==> config.mk <==
export PLATFORM = sky130hd
export DESIGN_NAME = tlb_zone_lookup
export DESIGN_NICKNAME = d
export VERILOG_FILES = /design/src/rtl/tlbz_pkg.sv /design/src/rtl/tlbz_store.sv /design/src/rtl/tlbz_entry_eval.sv /design/src/rtl/tlbz_prio.sv /design/src/rtl/tlb_zone_lookup.sv
export SDC_FILE = /design/constraint.sdc
export NUM_CORES = 2
export LEC_CHECK = 0
export BUFFER_PORTS_ARGS = -buffer_cell sky130_fd_sc_hd__buf_2
export CORE_ASPECT_RATIO = 0.5
export CORE_MARGIN = 2
export CORE_UTILIZATION = 33
export CTS_CLUSTER_DIAMETER = 200
export DETAILED_ROUTE_END_ITERATION = 10
export GPL_ROUTABILITY_DRIVEN = 0
export HOLD_SLACK_MARGIN = 0.15
export SETUP_SLACK_MARGIN = 0.1
export SKIP_LAST_GASP = 1
export SLEW_MARGIN = 20
export SYNTH_ARGS = -nofsm -noshare
export SYNTH_HDL_FRONTEND = slang
export SYNTH_HIERARCHICAL = 1
export SYNTH_SLANG_ARGS = --single-unit
export TNS_END_PERCENT = 50
==> constraint.sdc <==
create_clock -name clk -period 6.2 [get_ports clk]
set_input_delay 1.24 -clock clk [delete_from_list [all_inputs] [get_ports clk]]
set_output_delay 1.24 -clock clk [all_outputs]
set_load 0.03 [all_outputs]
==> src/rtl/tlbz_pkg.sv <==
package tlbz_pkg;

  typedef enum logic [1:0] {
    ACC_READ  = 2'd0,
    ACC_WRITE = 2'd1,
    ACC_EXEC  = 2'd2,
    ACC_ALT   = 2'd3
  } acc_t;

  localparam int PPN_W     = 22;
  localparam int BASE_SH   = 10;
  localparam int VALID_BIT = 6;
  localparam int WR_BIT    = 8;
  localparam int EX_BIT    = 9;

  // keep-mask for the page-number part of an address at a given size code
  function automatic logic [31:0] page_mask(input logic [2:0] sz);
    return 32'hFFFF_FFFF << (BASE_SH + 2 * int'(sz));
  endfunction

  // two-bit zone code for selector z, zone 0 in the top bits
  function automatic logic [1:0] zone_code(input logic [31:0] zw, input logic [3:0] z);
    logic [4:0] lo;
    lo = 5'd30 - {z, 1'b0};
    return zw[lo +: 2];
  endfunction

endpackage

==> src/rtl/tlbz_store.sv <==
module tlbz_store #(
  parameter int ENTRIES = 16,
  parameter int IDX_W   = 4
) (
  input  logic             clk,
  input  logic             rst_n,
  input  logic             wr_en,
  input  logic [IDX_W-1:0] wr_idx,
  input  logic [31:0]      wr_tag,
  input  logic [31:0]      wr_data,
  input  logic [7:0]       wr_tid,
  output logic [31:0]      tag_q  [ENTRIES],
  output logic [31:0]      data_q [ENTRIES],
  output logic [7:0]       tid_q  [ENTRIES]
);

  for (genvar i = 0; i < ENTRIES; i++) begin : g_slot
    always_ff @(posedge clk) begin
      if (!rst_n) begin
        tag_q[i]  <= '0;
        data_q[i] <= '0;
        tid_q[i]  <= '0;
      end else if (wr_en && (int'(wr_idx) == i)) begin
        tag_q[i]  <= wr_tag;
        data_q[i] <= wr_data;
        tid_q[i]  <= wr_tid;
      end
    end
  end

endmodule

==> src/rtl/tlbz_entry_eval.sv <==
module tlbz_entry_eval
  import tlbz_pkg::*;
#(
  parameter int ZONE_MAX = 15,
  parameter bit PROT_EN  = 1'b1
) (
  input  logic [31:0] tag,
  input  logic [31:0] data,
  input  logic [7:0]  tid,
  input  logic [31:0] vaddr,
  input  acc_t        acc,
  input  logic        user,
  input  logic [7:0]  pid,
  input  logic [31:0] zpr,
  output logic        cand,
  output logic        w_ok,
  output logic        x_ok,
  output logic        deny
);

  logic       addr_ok, id_ok, zone_skip, boost;
  logic [3:0] zsel;
  logic [1:0] zc;
  wire        unused_low = ^data[3:0];

  assign addr_ok = tag[VALID_BIT] && (((vaddr ^ tag) & page_mask(tag[9:7])) == '0);
  assign id_ok   = (tid == 8'd0) || (tid == pid);
  assign zsel    = data[7:4];

  always_comb begin
    if (!PROT_EN || int'(zsel) > ZONE_MAX) zc = 2'd1;
    else                                   zc = zone_code(zpr, zsel);
  end

  assign zone_skip = (zc == 2'd0) && user;
  assign boost     = (zc == 2'd3) || ((zc == 2'd2) && !user);
  assign w_ok      = data[WR_BIT] || boost;
  assign x_ok      = data[EX_BIT] || boost;
  assign cand      = addr_ok && id_ok && !zone_skip;
  assign deny      = ((acc == ACC_WRITE) && !w_ok) || ((acc == ACC_EXEC) && !x_ok);

endmodule

==> src/rtl/tlbz_prio.sv <==
module tlbz_prio #(
  parameter int N     = 16,
  parameter int IDX_W = 4
) (
  input  logic [N-1:0]     req,
  output logic [N-1:0]     pick,
  output logic [IDX_W-1:0] idx,
  output logic             any
);

  always_comb begin
    pick = '0;
    idx  = '0;
    any  = 1'b0;
    for (int i = 0; i < N; i++) begin
      if (req[i] && !any) begin
        pick[i] = 1'b1;
        idx     = IDX_W'(i);
        any     = 1'b1;
      end
    end
  end

endmodule

==> src/rtl/tlb_zone_lookup.sv <==
module tlb_zone_lookup
  import tlbz_pkg::*;
#(
  parameter int ENTRIES  = 16,
  parameter int ZONE_MAX = 15,
  parameter bit PROT_EN  = 1'b1,
  localparam int IDX_W   = (ENTRIES > 1) ? $clog2(ENTRIES) : 1
) (
  input  logic             clk,
  input  logic             rst_n,
  input  logic             wr_en,
  input  logic [IDX_W-1:0] wr_idx,
  input  logic [31:0]      wr_tag,
  input  logic [31:0]      wr_data,
  input  logic [7:0]       wr_tid,
  input  logic             lk_valid,
  input  logic [31:0]      lk_vaddr,
  input  logic [1:0]       lk_acc,
  input  logic             lk_user,
  input  logic [7:0]       cur_pid,
  input  logic [31:0]      zpr,
  output logic             rs_valid,
  output logic             rs_hit,
  output logic             rs_miss,
  output logic             rs_fault,
  output logic [PPN_W-1:0] rs_ppn,
  output logic [2:0]       rs_size,
  output logic [IDX_W-1:0] rs_idx,
  output logic [2:0]       rs_perm
);

  logic [31:0]        tag_q  [ENTRIES];
  logic [31:0]        data_q [ENTRIES];
  logic [7:0]         tid_q  [ENTRIES];
  logic [ENTRIES-1:0] cand_vec, w_vec, x_vec, deny_vec, pick_vec;
  logic [IDX_W-1:0]   pick_idx;
  logic               pick_any;
  acc_t               acc;

  assign acc = acc_t'(lk_acc);

  tlbz_store #(.ENTRIES(ENTRIES), .IDX_W(IDX_W)) u_store (
    .clk(clk), .rst_n(rst_n), .wr_en(wr_en), .wr_idx(wr_idx),
    .wr_tag(wr_tag), .wr_data(wr_data), .wr_tid(wr_tid),
    .tag_q(tag_q), .data_q(data_q), .tid_q(tid_q)
  );

  for (genvar i = 0; i < ENTRIES; i++) begin : g_eval
    tlbz_entry_eval #(.ZONE_MAX(ZONE_MAX), .PROT_EN(PROT_EN)) u_eval (
      .tag(tag_q[i]), .data(data_q[i]), .tid(tid_q[i]),
      .vaddr(lk_vaddr), .acc(acc), .user(lk_user), .pid(cur_pid), .zpr(zpr),
      .cand(cand_vec[i]), .w_ok(w_vec[i]), .x_ok(x_vec[i]), .deny(deny_vec[i])
    );
  end

  tlbz_prio #(.N(ENTRIES), .IDX_W(IDX_W)) u_prio (
    .req(cand_vec), .pick(pick_vec), .idx(pick_idx), .any(pick_any)
  );

  // named events for the checker
  logic        sel_deny, sel_w, sel_x, will_hit;
  logic [31:0] sel_tag, sel_data;

  assign sel_deny = |(pick_vec & deny_vec);
  assign sel_w    = |(pick_vec & w_vec);
  assign sel_x    = |(pick_vec & x_vec);
  assign sel_tag  = tag_q[pick_idx];
  assign sel_data = data_q[pick_idx];
  assign will_hit = pick_any && !sel_deny;

  always_ff @(posedge clk) begin
    if (!rst_n) begin
      rs_valid <= 1'b0;
      rs_hit   <= 1'b0;
      rs_miss  <= 1'b0;
      rs_fault <= 1'b0;
      rs_ppn   <= '0;
      rs_size  <= '0;
      rs_idx   <= '0;
      rs_perm  <= '0;
    end else begin
      rs_valid <= lk_valid;
      rs_hit   <= lk_valid && will_hit;
      rs_miss  <= lk_valid && !pick_any;
      rs_fault <= lk_valid && pick_any && sel_deny;
      if (lk_valid) begin
        rs_ppn  <= will_hit ? sel_data[31:BASE_SH] : '0;
        rs_size <= will_hit ? sel_tag[9:7] : '0;
        rs_idx  <= pick_any ? pick_idx : '0;
        rs_perm <= pick_any ? {sel_x, sel_w, 1'b1} : 3'b000;
      end
    end
  end

  wire unused_tag_low = ^sel_tag[6:0] ^ ^sel_data[9:0];

endmodule

==> results.cfg <==
[global_route]
grt_first_pass_wirelength_um = 296000
track_usage_pct = 21.2
grt-ovfl-total = 0
antenna_found_initial = 6
grt_pass1_vias = 44617
grt_max_degree = 212

[worst_setup_path]
crit_required_ns = 6.84
cpMostUsedCell = buf_4
r2r_slack_ns = 0.50
slowest_delay_ns = 0.58
r2r_end = rs_ppn[16]
cp-end-kind = register
crit_path_top_delay_cell = or4_4
arrival_ns = 6.40
worst_setup_path_start_kind = primary input
crit_chain = buf_2 > buf_4 > mux4_2 > mux2i_1 > nand2_1 > o21ai_0 > buf_4 > a2111oi_1 > buf_4 > or4_4 > buf_12 > nor3_4 > buf_4 > nand2_2 > buf_4 > o32ai_4 > buf_6 > nor3_1 > a2111oi_0 > a32o_1 > a21oi_1
criticalPathCategory = primary input to register
timing.rr.start = u_store/data_q[324]
crit_fanout = 38
r2r_cells = 19

[die]
core_area_sq_um = 180000
initial_core_util_pct = 33.2
die_w_um = 606
die_area_sq_um = 185000
rows = 110
ios = 191
die_h_um = 305

[clock_network]
cts.sinks = 1124
clkTransAtPathRegs_ns = 0.06
cts_root_buffer = clkbuf_16
clk_path_buf_depth = 3
insertion_delay_ns = 0.75
cts_setup_buffers = 0
cts_tree = built
ctsHoldBuffers = 0
numCtsBuffers = 115
h-tree-depth = 3

[yosys]
syn_area_sq_um = 59700
synth_nets = 6339
syn_inst = 6136
yosysWarnings = 6
avgSynthCellArea_sq_um = 9.73

[layout]
fin_cells = 8799
area_growth_pct = 14.2
drive_above_1_share_pct = 14.9
final_common_cell = nand2_1
layout_common_cells = 1401 x nand2_1, 1303 x mux2i_1, 1124 x dfxtp_1
final_nets = 6493
stdcell_area_sq_um = 68200

[placement]
dp_hpwl_um = 131000
placed_area_sq_um = 64200
io_buffer_count = 186
pre_cts_ws_ns = -0.341
numPlacedInstances = 8581

[route]
routed_wl_um = 202000
vias = 46585
dr.pass1.iters = 6
drt-wirelength-per-cell_um = 22.9
drtIter0Drc = 4423
vias_per_cell = 5.29
remaining_drc_errors = 0
ant_nets = 0

[timing]
post-route-min-period_ns = 5.76
postLayoutSetupSlackWorst_ns = 0.437
rsz0062_at_grt = no
post-route-period-util_pct = 92.9
slew_violations = 0
skew_ns = 0.0550
maxSlewHeadroom_pct = 14.4
worst_pin_slew_ns = 1.28
finalSetupViolations = 0
max_freq_mhz = 174
finalHoldViolations = 0

[worst_hold_path]
worstHoldPathCells = 2
holdCritStartpoint = u_store/data_q[203]
min_path_type = register to register
hold_end = u_store/data_q[203]

[power_and_ir_drop]
power.density_nw_per_um2 = 238
peakVddDrop_uv = 236
cellLeakagePower_uw = 0.0252
total_power_uw = 16300

[job]
max-cap-violations = 0

[outcome]
status = finished, final reports clean
cell type report:
class | count | area [sq um]
clock buffer | 177 | 3480
fill | 17795 | 112000
clock inverter | 39 | 449
tap | 2408 | 3010
inverter | 36 | 135
sequential | 1124 | 22500
multi-input combinational | 4523 | 34800
timing repair buffer | 490 | 3780
antenna | 2 | 5.00
how the worst max path moves through the flow:
stage | startpoint | slack, ns | endpoint | cells after the start
floorplan | zpr[29] | 1.46 | rs_ppn[10] | 15
global placement | zpr[16] | -0.36 | rs_ppn[16] | 21
detailed placement | zpr[16] | -0.34 | rs_ppn[16] | 20
CTS | u_store/data_q[324] | 0.40 | rs_ppn[16] | 19
global route | u_store/data_q[324] | 0.20 | rs_ppn[16] | 19
finish | zpr[18] | 0.44 | rs_ppn[16] | 21
metrics by stage:
stage | hold slack [ns] | setup TNS [ns] | util [%]
6_report | 0.455 | 0 | 37.9
5_1_grt | 0.466 | 0 | 37.9
4_1_cts | 0.457 | 0 | 37.9
3_5_place_dp | 0.446 | -1.95 | 35.7
3_3_place_gp | 0.439 | -1.39 | 35.7
2_1_floorplan | 0.431 | 0 | -
repair_timing:
action,CTS,global route
gates resized for setup,0,1
endpoints found under the setup margin,0,1
endpoints found under the hold margin,0,0
critical path, delay by kind of cell:
family                 cells  cell delay (ns)
AO/OA/AOI/OAI              6             1.73
buffers and inverters      8             1.70
AND/OR/NAND/NOR            5             1.04
multiplexers               2             0.65
sequential cells by signal, summed over array words and instances, names as in the netlist:
name            flops
rs_valid            1
rs_ppn             22
rs_perm             3
u_store/tid_q     128
rs_fault            1
rs_idx              4
rs_size             3
u_store/tag_q     512
rs_hit              1
u_store/data_q    448
rs_miss             1
per-layer routing:
metal	global-route usage, %	share of wire [%]	wire [um]
met5	0	0.0065	13
met4	8.80	4.5	9140
met3	3.42	6.9	13800
met2	34.9	46	93300
met1	27.4	42	85200
power by group:
group / leakage (uW) / total, uW / internal [uW] / switching [uW]
Sequential: 0.00907 / 7390 / 7310 / 78.4
Clock: 0.00194 / 7270 / 4190 / 3080
Combinational: 0.0142 / 1590 / 569 / 1020
Power figures use the tool's default switching activity.
